[src/rtl/rtt_pkg.sv]
package rtt_pkg;

    localparam int CFG_W = 49;

    typedef enum logic [1:0] {
        SRC_OFF   = 2'b00,
        SRC_ALARM = 2'b01,
        SRC_COUNT = 2'b10,
        SRC_RSVD  = 2'b11
    } src_e;

    typedef struct packed {
        logic        force_on;
        src_e        src;
        logic [11:0] cap;
        logic [6:0]  mwin;
        logic [5:0]  hold;
        logic [12:0] thr;
        logic [7:0]  lwin;
    } cfg_t;

    function automatic cfg_t unpack_cfg(input logic [CFG_W-1:0] w);
        return cfg_t'(w);
    endfunction

    function automatic logic [10:0] mwin_clocks(input logic [6:0] f);
        return {f, 4'b0000};
    endfunction

endpackage

[src/rtl/rtt_long_monitor.sv]
module rtt_long_monitor #(
    parameter int XFER_W = 3,
    parameter int SCALE  = 400000,
    parameter int TSHIFT = 15
) (
    input  logic              clk,
    input  logic              rst,
    input  logic              ctr_en,
    input  logic [7:0]        lwin,
    input  logic [12:0]       thr,
    input  logic [5:0]        hold,
    input  logic [XFER_W-1:0] xfer,
    output logic              holding
);
    localparam int LCNT_W = $clog2(255 * SCALE + 1);
    localparam int SUM_W  = 13 + TSHIFT + 1;

    logic [LCNT_W-1:0] len, pos_q;
    logic [SUM_W-1:0]  thr_full, sum_q, sum_nx;
    logic [5:0]        hcnt_q;
    logic              hold_q;
    logic              at_end;

    assign len      = LCNT_W'(lwin) * LCNT_W'(SCALE);
    assign thr_full = SUM_W'(thr) << TSHIFT;
    assign sum_nx   = sum_q + SUM_W'(xfer);
    assign at_end   = (len != '0) && (pos_q == len - 1'b1);
    assign holding  = hold_q;

    always_ff @(posedge clk) begin
        if (rst || !ctr_en) begin
            pos_q  <= '0;
            sum_q  <= '0;
            hcnt_q <= '0;
            hold_q <= 1'b0;
        end else if (hold_q) begin
            if (len == '0) begin
                hold_q <= 1'b0;
                pos_q  <= '0;
                hcnt_q <= '0;
            end else if (at_end) begin
                pos_q <= '0;
                if (hcnt_q + 6'd1 >= hold) begin
                    hold_q <= 1'b0;
                    hcnt_q <= '0;
                    sum_q  <= '0;
                end else begin
                    hcnt_q <= hcnt_q + 6'd1;
                end
            end else begin
                pos_q <= pos_q + 1'b1;
            end
        end else if (len != '0) begin
            if (sum_nx > thr_full && hold != '0) begin
                hold_q <= 1'b1;
                pos_q  <= '0;
                sum_q  <= '0;
                hcnt_q <= '0;
            end else if (at_end) begin
                pos_q <= '0;
                sum_q <= '0;
            end else begin
                pos_q <= pos_q + 1'b1;
                sum_q <= (sum_nx > thr_full) ? thr_full + 1'b1 : sum_nx;
            end
        end
    end

    assert_off_when_disabled_R7: assert property (@(posedge clk) disable iff (rst)
        !ctr_en |=> !hold_q);

    assert_trigger_needs_hold_R8: assert property (@(posedge clk) disable iff (rst)
        (ctr_en && !hold_q && hold == '0) |=> !hold_q);

    assert_fresh_after_hold_R7: assert property (@(posedge clk) disable iff (rst)
        (hold_q && ctr_en) |=> (hold_q || sum_q == '0));

endmodule

[src/rtl/rtt_window_limiter.sv]
module rtt_window_limiter #(
    parameter int XFER_W = 3
) (
    input  logic              clk,
    input  logic              rst,
    input  logic              active,
    input  logic [6:0]        mwin,
    input  logic [11:0]       cap,
    input  logic [XFER_W-1:0] xfer,
    output logic              block
);
    import rtt_pkg::*;

    localparam int CNT_W = ((XFER_W > 12) ? XFER_W : 12) + 1;

    logic [10:0]      win_len, pos_q;
    logic [CNT_W-1:0] cnt_q, cnt_nx, cap_w;
    logic             enforce, at_end, reached;

    assign win_len = mwin_clocks(mwin);
    assign enforce = active && (win_len != '0);
    assign at_end  = (pos_q == win_len - 11'd1);
    assign cap_w   = CNT_W'(cap);
    assign reached = (cnt_q >= cap_w);
    assign cnt_nx  = cnt_q + CNT_W'(xfer);
    assign block   = enforce && reached;

    always_ff @(posedge clk) begin
        if (rst || !enforce) begin
            pos_q <= '0;
            cnt_q <= '0;
        end else if (at_end) begin
            pos_q <= '0;
            cnt_q <= '0;
        end else begin
            pos_q <= pos_q + 11'd1;
            if (!reached) cnt_q <= cnt_nx;
        end
    end

    assert_clear_when_idle_R2: assert property (@(posedge clk) disable iff (rst)
        !enforce |=> (cnt_q == '0 && pos_q == '0));

    assert_restart_at_boundary_R5: assert property (@(posedge clk) disable iff (rst)
        (enforce && at_end) |=> (cnt_q == '0 && pos_q == '0));

    assert_step_past_cap_R9: assert property (@(posedge clk) disable iff (rst)
        (enforce && !at_end && !reached && cnt_nx >= cap_w) ##1 (active && $stable(mwin) && $stable(cap)) |-> block);

endmodule

[src/rtl/rd_thermal_throttle.sv]
module rd_thermal_throttle #(
    parameter int XFER_W = 3,
    parameter int SCALE  = 400000,
    parameter int TSHIFT = 15
) (
    input  logic                       clk,
    input  logic                       rst,
    input  logic [rtt_pkg::CFG_W-1:0]  cfg_word,
    input  logic                       alarm_in,
    input  logic [XFER_W-1:0]          xfer_cnt,
    output logic                       rd_block
);
    import rtt_pkg::*;

    cfg_t cfg;
    logic holding, active, ctr_en, alarm_on;

    assign cfg      = unpack_cfg(cfg_word);
    assign ctr_en   = (cfg.src == SRC_COUNT);
    assign alarm_on = (cfg.src == SRC_ALARM) && alarm_in;
    assign active   = cfg.force_on || alarm_on || (ctr_en && holding);

    rtt_long_monitor #(.XFER_W(XFER_W), .SCALE(SCALE), .TSHIFT(TSHIFT)) u_long (
        .clk(clk), .rst(rst), .ctr_en(ctr_en), .lwin(cfg.lwin), .thr(cfg.thr),
        .hold(cfg.hold), .xfer(xfer_cnt), .holding(holding)
    );

    rtt_window_limiter #(.XFER_W(XFER_W)) u_win (
        .clk(clk), .rst(rst), .active(active), .mwin(cfg.mwin), .cap(cfg.cap),
        .xfer(xfer_cnt), .block(rd_block)
    );

    assert_block_needs_source_R4: assert property (@(posedge clk) disable iff (rst)
        rd_block |-> (cfg.force_on || (cfg.src == SRC_ALARM && alarm_in) || (cfg.src == SRC_COUNT)));

    assert_zero_window_open_R6: assert property (@(posedge clk) disable iff (rst)
        (cfg.mwin == '0) |-> !rd_block);

endmodule

[config.mk]
export PLATFORM = sky130hd
export DESIGN_NAME = rd_thermal_throttle
export DESIGN_NICKNAME = d
export VERILOG_FILES = /design/src/rtl/rtt_pkg.sv /design/src/rtl/rtt_long_monitor.sv /design/src/rtl/rtt_window_limiter.sv /design/src/rtl/rd_thermal_throttle.sv
export SDC_FILE = /design/constraint.sdc
export NUM_CORES = 1
export LEC_CHECK = 0
export ABC_AREA = 1
export CAP_MARGIN = 10
export CORE_ASPECT_RATIO = 1.25
export CORE_MARGIN = 1
export CORE_UTILIZATION = 49
export DETAILED_ROUTE_END_ITERATION = 8
export GPL_TIMING_DRIVEN = 0
export PLACE_DENSITY_LB_ADDON = 0.05
export SYNTH_ARGS = -nofsm -noshare
export SYNTH_HDL_FRONTEND = slang
export SYNTH_SLANG_ARGS = --single-unit
[constraint.sdc]
create_clock -name clk -period 12.74 [get_ports clk]
set_input_delay 3.822 -clock clk [delete_from_list [all_inputs] [get_ports clk]]
set_output_delay 3.822 -clock clk [all_outputs]
set_load 0.005 [all_outputs]
==> metrics.yaml <==
place:
  portBuffers: 55
  globalplace.congestion: 0.891
  place_ws_ps: 2460
  dp_hpwl_mm: 18.9
floorplanning:
  rows: 55
  die_y_um: 154
  die_area_sq_um: 19100
  io_pins: 56
  start_util_pct: 50.1
  fp.dieW_um: 124
  core_area_sq_um: 18200
synthesis:
  synth_edf_count: 0
  yosysTopAreaCellShare_pct: 19.1
  synth_area_sq_um: 9110
  synthArstFlopShare_pct: 0
  synth_largest_area_cell: "dfxtp_1"
  ys_types: 54
  synth_flop_cell: "dfxtp_1"
  syn_nets: 1565
  synthTopCellsByArea: "dfxtp_1, ha_1, nand2_1, inv_1, nand3_1"
  synth_common_cells: "nand2_1, inv_1, nor2_1, nand3_1, ha_1"
  synth_most_common_cell: "nand2_1"
  synth_cells: 1400
  synth_area_per_cell_sq_um: 6.51
  ys_seq_elements: 87
  yosys_warnings: 0
  yosysSeqAreaShare_pct: 19.1
pwr:
  pwr-share-comb_pct: 43.4
  swShare_pct: 41.3
  p_leak_uw: 0.00484
  vdd_drop_max_mv: 0.0602
  intPower_uw: 568
  p_sw_uw: 400
  power_frac_seq_pct: 28.4
  p_clk_share_pct: 28.2
  cellPowerDensity_nw_per_um2: 94.6
routing:
  vias: 8826
  viasPerCell: 5.19
  drtAntennaViolNets: 0
  drt-pass1-iter-count: 5
  avgRoutedWirePerCell_um: 13.5
  drt_iter0_markers: 501
  finalWirelength_mm: 23.0
  drc: 0
cells_and_area:
  nNetsFinal: 1631
  drive_above_1_share_pct: 7.14
  nFillCells: 1865
  area_growth_pct: 12.4
  diodes: 0
  final_util_pct: 56.4
global_route:
  grt_use_total_pct: 24.4
  busiest_layer: "met2"
  grt_pass1_wl_mm: 37.5
  grt_pass1_vias: 8058
  grt_start_max_net_pins: 18
  met2_usage_pct: 44.7
  antenna_found_initial: 0
  grt_overflow_total: 0
  met3_usage_pct: 2.77
  grtUsageMet1_pct: 29.9
critical_path:
  cp.required_ps: 8920
  critical_path_arrival_ps: 6440
  critPathLaunchType: "input port"
  cp-end-kind: "primary output"
  critPathKind: "input port to primary output"
  crit_fanout: 6
sta:
  fin_tns_setup_ps: 0
  rsz0062_at_grt: "no"
  period_share_pct: 80.6
  skew_ps: 13.8
  finalSetupViolCount: 0
  worst_pin_slew_ps: 1060
  fin_crit_ps: 10260
  slew_headroom_pct: 28.1
  drv_slew: 0
  hold_viol: 0
  layout_setup_ws_ps: 2480
  fmax_mhz: 97.4
clock_tree:
  hold_buffers: 0
  clock-root-buffer: "clkbuf_16"
  cts_resized: 0
  htree_levels: 3
  cts_setup_buffers: 0
  clk_path_buf_depth: 2
  clk_latency_ps: 350
  cts.sinks: 87
  cts_tree: "done"
  clk_pin_slew_worst_paths_ps: 80
  numCtsBuffers: 9
status:
  status: "finished clean"
min_path:
  hp-class: "flip-flop to flip-flop"
run:
  max-cap-violations: 0
-- worst paths after layout --
| path | start | to | slack, ps | depth (start not counted) |
|---|---|---|---|---|
| worst min register to register | u_win.pos_q[0]$_SDFF_PP0_ | u_win.pos_q[0]$_SDFF_PP0_ | 460 | 1 |
| worst max register to register | u_long.sum_q[2]$_SDFFE_PP0P_ | u_long.pos_q[18]$_SDFFE_PP0P_ | 8310 | 23 |
| worst max-delay path | cfg_word[35] | rd_block | 2480 | 10 |
| worst min-delay path | u_win.pos_q[0]$_SDFF_PP0_ | u_win.pos_q[0]$_SDFF_PP0_ | 460 | 1 |
-- power by group through the flow --
stage,sequential (uW),combinational [uW],clock (uW)
2_1_floorplan,281,327,0
3_3_place_gp,282,416,0
3_5_place_dp,282,422,0
4_1_cts,275,424,278
5_1_grt,276,482,288
6_report,275,420,273
-- metal layers --
metal | vias up | routed length, um
met1 | 4006 | 10300
met2 | 126 | 11700
li1 | 4670 | -
met4 | 0 | 399
met5 | - | 0
met3 | 24 | 639
-- per-stage QoR --
stage | instance area (sq um) | total power [uW] | hold slack (ps) | cells
after floorplan | 9110 | 609 | 418 | 1400
after detailed placement | 9940 | 704 | 446 | 1683
after CTS | 10200 | 977 | 462 | 1699
after global routing | 10200 | 1050 | 504 | 1699
final | 10200 | 968 | 464 | 1699
after global placement | 9940 | 698 | 429 | 1683
-- sequential cells by signal, summed over array words and instances (netlist names) --
name	cells
u_win.cnt_q	13
u_long.pos_q	27
u_long.holding	1
u_long.sum_q	29
u_long.hcnt_q	6
u_win.pos_q	11
-- worst max-delay path: stages --
cell	delay, ps
clkdlybuf4s50_1	460
inv_1	50
ha_1	290
nand4_1	100
or4_1	510
nand3_1	230
inv_1	140
or2_2	290
inv_1	60
clkdlybuf4s50_1	490
-- logic make-up (layout without fill, tap and decap cells) --
logic type	count (synthesis)	after routing	synth area share, %
buf+inv	251	322	11.3
flops	87	87	19.1
compound gates	117	117	7.45
fa+ha+maj	110	110	16.3
simple gates	763	763	39.0
xor+xnor	72	72	6.92
-- placed cells by master (no fill, tap or decap), types with 14 or more instances in the layout --
cell	Yosys	layout
nand2_1	294	294
inv_1	207	207
nor2_1	165	165
nand3_1	147	147
ha_1	96	96
dfxtp_1	87	87
a21oi_1	69	69
xor2_1	56	56
clkdlybuf4s50_1	0	55
nand4_1	43	43
nor3_1	30	30
nand2_2	20	20
o21ai_0	20	20
xnor2_1	16	16
fa_1	14	14
-- cell type report --
cell class | instances | area [sq um] | area share, %
multi-input cells | 1062 | 6340 | 61.9
well taps | 228 | 285 | 2.79
repair buffers | 55 | 551 | 5.38
clock buffers | 10 | 239 | 2.33
flip-flops and latches | 87 | 1740 | 17.0
clock inverters | 6 | 57.6 | 0.562
plain buffers | 31 | 196 | 1.92
inverters | 220 | 830 | 8.10
Power figures use the tool's default switching activity.
